$ cat config.mk
export PLATFORM = sky130hd
export DESIGN_NAME = burst_addr_seq
export DESIGN_NICKNAME = d
export VERILOG_FILES = /design/src/rtl/bac_pkg.sv /design/src/rtl/bac_ctrl_fsm.sv /design/src/rtl/bac_base_reg.sv /design/src/rtl/bac_beat_map.sv /design/src/rtl/burst_addr_seq.sv
export SDC_FILE = /design/constraint.sdc
export NUM_CORES = 1
export LEC_CHECK = 0
export ABC_AREA = 1
export ABC_CLOCK_PERIOD_IN_PS = 4100
export CORE_MARGIN = 2
export CORE_UTILIZATION = 30
export DETAILED_ROUTE_END_ITERATION = 16
export HOLD_SLACK_MARGIN = 0.02
export MAX_ROUTING_LAYER = met4
export PLACE_DENSITY = 0.55
export SLEW_MARGIN = 15
export SYNTH_ARGS = -nofsm -noshare
export SYNTH_HDL_FRONTEND = slang
export SYNTH_SLANG_ARGS = --single-unit
$ cat constraint.sdc
create_clock -name clk -period 4.1 [get_ports clk]
set_input_delay 1.23 -clock clk [delete_from_list [all_inputs] [get_ports clk]]
set_output_delay 1.23 -clock clk [all_outputs]
set_load 0.01 [all_outputs]
$ cat src/rtl/bac_pkg.sv
package bac_pkg;

    localparam int BEAT_W = 2;
    localparam int BEATS  = 1 << BEAT_W;

    typedef enum logic [2:0] {
        ST_IDLE  = 3'd0,
        ST_BEAT0 = 3'd1,
        ST_BEAT1 = 3'd2,
        ST_BEAT2 = 3'd3,
        ST_BEAT3 = 3'd4
    } bac_state_e;

    typedef enum logic {
        ORD_LINEAR     = 1'b0,
        ORD_INTERLEAVE = 1'b1
    } bac_order_e;

    // Beat index carried by a state; idle reads as beat 0.
    function automatic logic [BEAT_W-1:0] beat_of(input bac_state_e st);
        logic [BEAT_W-1:0] b;
        unique case (st)
            ST_BEAT1: b = 2'd1;
            ST_BEAT2: b = 2'd2;
            ST_BEAT3: b = 2'd3;
            default:  b = 2'd0;
        endcase
        return b;
    endfunction

endpackage

$ cat src/rtl/bac_ctrl_fsm.sv
module bac_ctrl_fsm
    import bac_pkg::*;
(
    input  logic       clk,
    input  logic       rst_n,
    input  logic       stall,
    input  logic       chip_sel,
    input  logic       advance,
    output bac_state_e state_q,
    output logic       load_en,
    output logic       active
);

    bac_state_e state_d;
    logic       take_load;
    logic       take_stop;
    logic       take_step;

    assign take_load = !stall && !advance && chip_sel;
    assign take_stop = !stall && !advance && !chip_sel;
    assign take_step = !stall && advance;

    // State register
    always_ff @(posedge clk or negedge rst_n) begin
        if (!rst_n) begin
            state_q <= ST_IDLE;
        end else begin
            state_q <= state_d;
        end
    end

    // Next-state selection: LOAD, STOP, STEP, WRAP, PARK, HOLD
    always_comb begin
        state_d = state_q;
        if (take_load) begin
            state_d = ST_BEAT0;
        end else if (take_stop) begin
            state_d = ST_IDLE;
        end else if (take_step) begin
            unique case (state_q)
                ST_IDLE:  state_d = ST_IDLE;
                ST_BEAT0: state_d = ST_BEAT1;
                ST_BEAT1: state_d = ST_BEAT2;
                ST_BEAT2: state_d = ST_BEAT3;
                ST_BEAT3: state_d = ST_BEAT0;
                default:  state_d = ST_IDLE;
            endcase
        end
    end

    // Outputs
    always_comb begin
        load_en = take_load;
        active  = (state_q != ST_IDLE);
    end

endmodule

$ cat src/rtl/bac_base_reg.sv
module bac_base_reg #(
    parameter int ADDR_W = 16
) (
    input  logic              clk,
    input  logic              rst_n,
    input  logic              load_en,
    input  logic [ADDR_W-1:0] ext_addr,
    output logic [ADDR_W-1:0] base_q
);

    always_ff @(posedge clk or negedge rst_n) begin
        if (!rst_n) begin
            base_q <= '0;
        end else if (load_en) begin
            base_q <= ext_addr;
        end
    end

endmodule

$ cat src/rtl/bac_beat_map.sv
module bac_beat_map
    import bac_pkg::*;
(
    input  logic [BEAT_W-1:0] start_lo,
    input  logic [BEAT_W-1:0] beat,
    input  logic              order_il,
    output logic [BEAT_W-1:0] addr_lo
);

    logic [BEAT_W-1:0] lin_lo;
    logic [BEAT_W-1:0] ilv_lo;

    // Linear order: modulo add inside the aligned group.
    assign lin_lo = start_lo + beat;

    // Interleaved order: per-bit XOR of start and beat.
    for (genvar i = 0; i < BEAT_W; i++) begin : g_ilv
        assign ilv_lo[i] = start_lo[i] ^ beat[i];
    end

    always_comb begin
        unique case (bac_order_e'(order_il))
            ORD_INTERLEAVE: addr_lo = ilv_lo;
            default:        addr_lo = lin_lo;
        endcase
    end

endmodule

$ cat src/rtl/burst_addr_seq.sv
module burst_addr_seq
    import bac_pkg::*;
#(
    parameter int ADDR_W = 16
) (
    input  logic              clk,
    input  logic              rst_n,
    input  logic              stall,
    input  logic              chip_sel,
    input  logic              advance,
    input  logic              order_il,
    input  logic [ADDR_W-1:0] ext_addr,
    output logic [ADDR_W-1:0] cur_addr,
    output logic              burst_active
);

    localparam int HI_W = ADDR_W - BEAT_W;

    bac_state_e        state_q;
    logic              load_en;
    logic [ADDR_W-1:0] base_q;
    logic [BEAT_W-1:0] beat;
    logic [BEAT_W-1:0] addr_lo;

    bac_ctrl_fsm u_fsm (
        .clk      (clk),
        .rst_n    (rst_n),
        .stall    (stall),
        .chip_sel (chip_sel),
        .advance  (advance),
        .state_q  (state_q),
        .load_en  (load_en),
        .active   (burst_active)
    );

    bac_base_reg #(.ADDR_W(ADDR_W)) u_base (
        .clk      (clk),
        .rst_n    (rst_n),
        .load_en  (load_en),
        .ext_addr (ext_addr),
        .base_q   (base_q)
    );

    assign beat = beat_of(state_q);

    bac_beat_map u_map (
        .start_lo (base_q[BEAT_W-1:0]),
        .beat     (beat),
        .order_il (order_il),
        .addr_lo  (addr_lo)
    );

    always_comb begin
        cur_addr = {base_q[ADDR_W-1 -: HI_W], addr_lo};
    end

endmodule

==> metrics.md <==
| Metric | Value |
|---|---|
| Synth cell types | 18 |
| Hold_buf cts | 0 |
| HP Class | reg -> reg |
| Compound-Gate Fraction of Synth Area | between 10% and 20% |
| Die height | 63.33 microns |
| Xor/xnor cell area share of the yosys netlist | 0% |
| Post-synth top area share | between 40% and 50% |
| Final Cycle Share | between 90% and 100% |
| Adder-cell share of the synthesized area | 1.185% |
| Mean Syn Cell Area | 8.949 sq um |
| Final TNS setup | 0 ns |
| Initial antenna violation count | 0 |
| Power per cell area | roughly 360 mW/mm^2 |
| Ports | 39 |
| Layout cell share with drive strength beyond 1 | about a fifth |
| Largest net degree at the start of global routing | 34 |
| Final Max Slew Viols | 0 |
| DIE AREA | roughly 0.0040 sq mm |
| Status | finished clean |
| Initial core utilization | a little under a third |
| Max_slew headroom | ~45% |
| Fraction of synthesized area in multiplexers | 0% |
| Wirelength per Cell | around 9.8 microns |
| CTS tree | yes |
| Die width | roughly 63 microns |
| Fill count | 369 |
| Simple-Gate Fraction of Synth Area | 17.18% |
| Finished Cell Area | around 0.0014 sq mm |
| Clock sink count | 19 |
| Worst-path fanout max | 2 |
| Layout Cells excl Fill | approximately 190 |
| Tmin final | 3.776 ns |
| Cell count after synthesis | between 100 and 150 |
| Number of global-route vias before repair | between 700 and 800 |
| Crit Path Class | in -> out |
| HPWL Detailed | approximately 1400 microns |
| Synth area leader | dfrtp_1 |
| Root Driver | clkbuf_4 |
| Vias | roughly 750 |
| Final core occ | 40.89% |
| Diode count | 0 |
| Synth top area cells | dfrtp_1, o21ai_2, buf_4 |
| Core area | between 0.003 and 0.004 sq mm |
| RSZ-0062 raised after global routing | no |
| Via density per instance | approximately 4 |
| CP Launch Type | input pin |
| Setup slack after layout | ~0.32 ns |
| Setup Buffers After CTS | 0 |
| TritonCTS buffer count | 3 |
| Routed wire length | between 1500 and 2000 microns |
| Row cnt | 21 |
| Initial drt markers | 33 |
| Critical path data arrival time | around 2.6 ns |
| Final setup fails | 0 |
| GPL Wtd Cong | 0.7113 |
| H-tree depth | 1 |
| First-pass GRT wire length | between 3000 and 4000 microns |
| DRC violations left | 0 |
| Main combinational cell family by area after synthesis | buffers and inverters |
| Clock Pin Slew Worst Setup and Hold Paths | 0.11 ns |
| Remaining global-route overflow | 0 |
| Fin. Hold Viols | 0 |
| Top achievable clock speed | around 0.26 GHz |
| Pre-CTS WS | approximately 0.32 ns |
| Worst Tran Pin Value | around 0.83 ns |
| Peak VDD IR | 216.5 uV |
| Synth Warn # | 0 |
| Routed Antenna Nets | 0 |
| Post-CTS Resized | 0 |
| Max Clock Skew | 0.0003508 ns |
| Syn nets | 141 |
| Nets | 166 |
| Most common cell after layout, fill and taps aside | clkdlybuf4s50_1 |
| Synthesized area | between 0.001 and 0.0015 sq mm |
| Total of max-cap violations | 0 |
| Total power | 0.4901 mW |
| Layout overhead on the synthesized area | 30.21% |
| Seq cells post-synth | 19 |
| Final hold slack | between 0.4 and 0.5 ns |
| CTS max path bufs | 2 |
| PortBufs | 38 |
| WP data required | 2.87 ns |
| Placed insts | about 180 |
| All-Layer GR Usage | between 10% and 20% |
| CP Capture Type | output pin |
| Clk_lat worst skew | between 0.2 and 0.3 ns |
| Most frequent cells in the layout | clkdlybuf4s50_1, nand2_1, inv_1, dfrtp_1, o21ai_2 |
| Placed cell area | approximately 0.0013 sq mm |
| Seq/Total Area, Yosys | between 40% and 50% |
| TritonRoute pass-1 iters | 4 |
| Lkg Pwr | between 0.6 and 0.7 nW |
[Yosys cell counts (all sizes together)]
master and n:
ha 1, nand2 30, nor2 3, o22ai 1, nand3 5, nand3b 1
o21a 1, clkbuf 1, buf 17, o21ai 16, dfrtp 19, inv 23
[registers in the layout, indices dropped and copies added (netlist names)]
register,cells
u_base.base_q,16
u_fsm.state_q,3
[critical path, cell delays in order]
cell	delay [ns]
clkdlybuf4s50_1	0.46
inv_1	0.05
nand2_1	0.05
nand2_1	0.06
nand2_1	0.07
nand2_1	0.05
nand2_1	0.06
clkdlybuf4s50_1	0.53
[final timing paths]
path	from	to	slack, ns	cells after the start
worst max-delay path	order_il	cur_addr[1]	0.32	8
worst min-delay path	u_base.base_q[3]	u_base.base_q[3]	0.49	2
worst max register to register	u_fsm.state_q[1]	u_fsm.state_q[0]	3.13	5
worst min register to register	u_base.base_q[3]	u_base.base_q[3]	0.49	2
max in group asynchronous	rst_n	u_base.base_q[14]	2.19	1
min in group asynchronous	rst_n	u_fsm.state_q[2]	1.40	1
[routing by layer]
layer	track usage [%]	routed length, microns	up-vias
met4	2.446	15	0
met5	-	0	-
met2	18.42	902	23
met1	12.56	806	337
met3	4.464	120	2
li1	-	-	391
[report_power, final]
| part | switching [mW] | internal (mW) |
|---|---|---|
| logic | 0.0681 | 0.0940 |
| registers | 0.0188 | 0.215 |
| clock network | 0.0577 | 0.0363 |
[layout make-up]
type	instances	area (sq um)	share of cell area [%]
Sequential cell	19	475.5	34.58
Clock buffer	3	22.52	1.638
Multi-Input combinational cell	58	347.8	25.30
Clock inverter	1	5.005	0.3640
Inverter	23	86.33	6.278
Tap cell	46	57.56	4.186
Timing Repair Buffer	38	380.4	27.66
[kinds of logic (layout without fill, tap and decap cells)]
group | after synthesis | count (layout)
AOI/OAI and AO/OA | 18 | 18
adders and majority gates | 1 | 1
buffers and inverters | 41 | 65
DFF | 19 | 19
and+or+nand+nor | 39 | 39
Note: power is estimated with default switching activity, not from simulation.
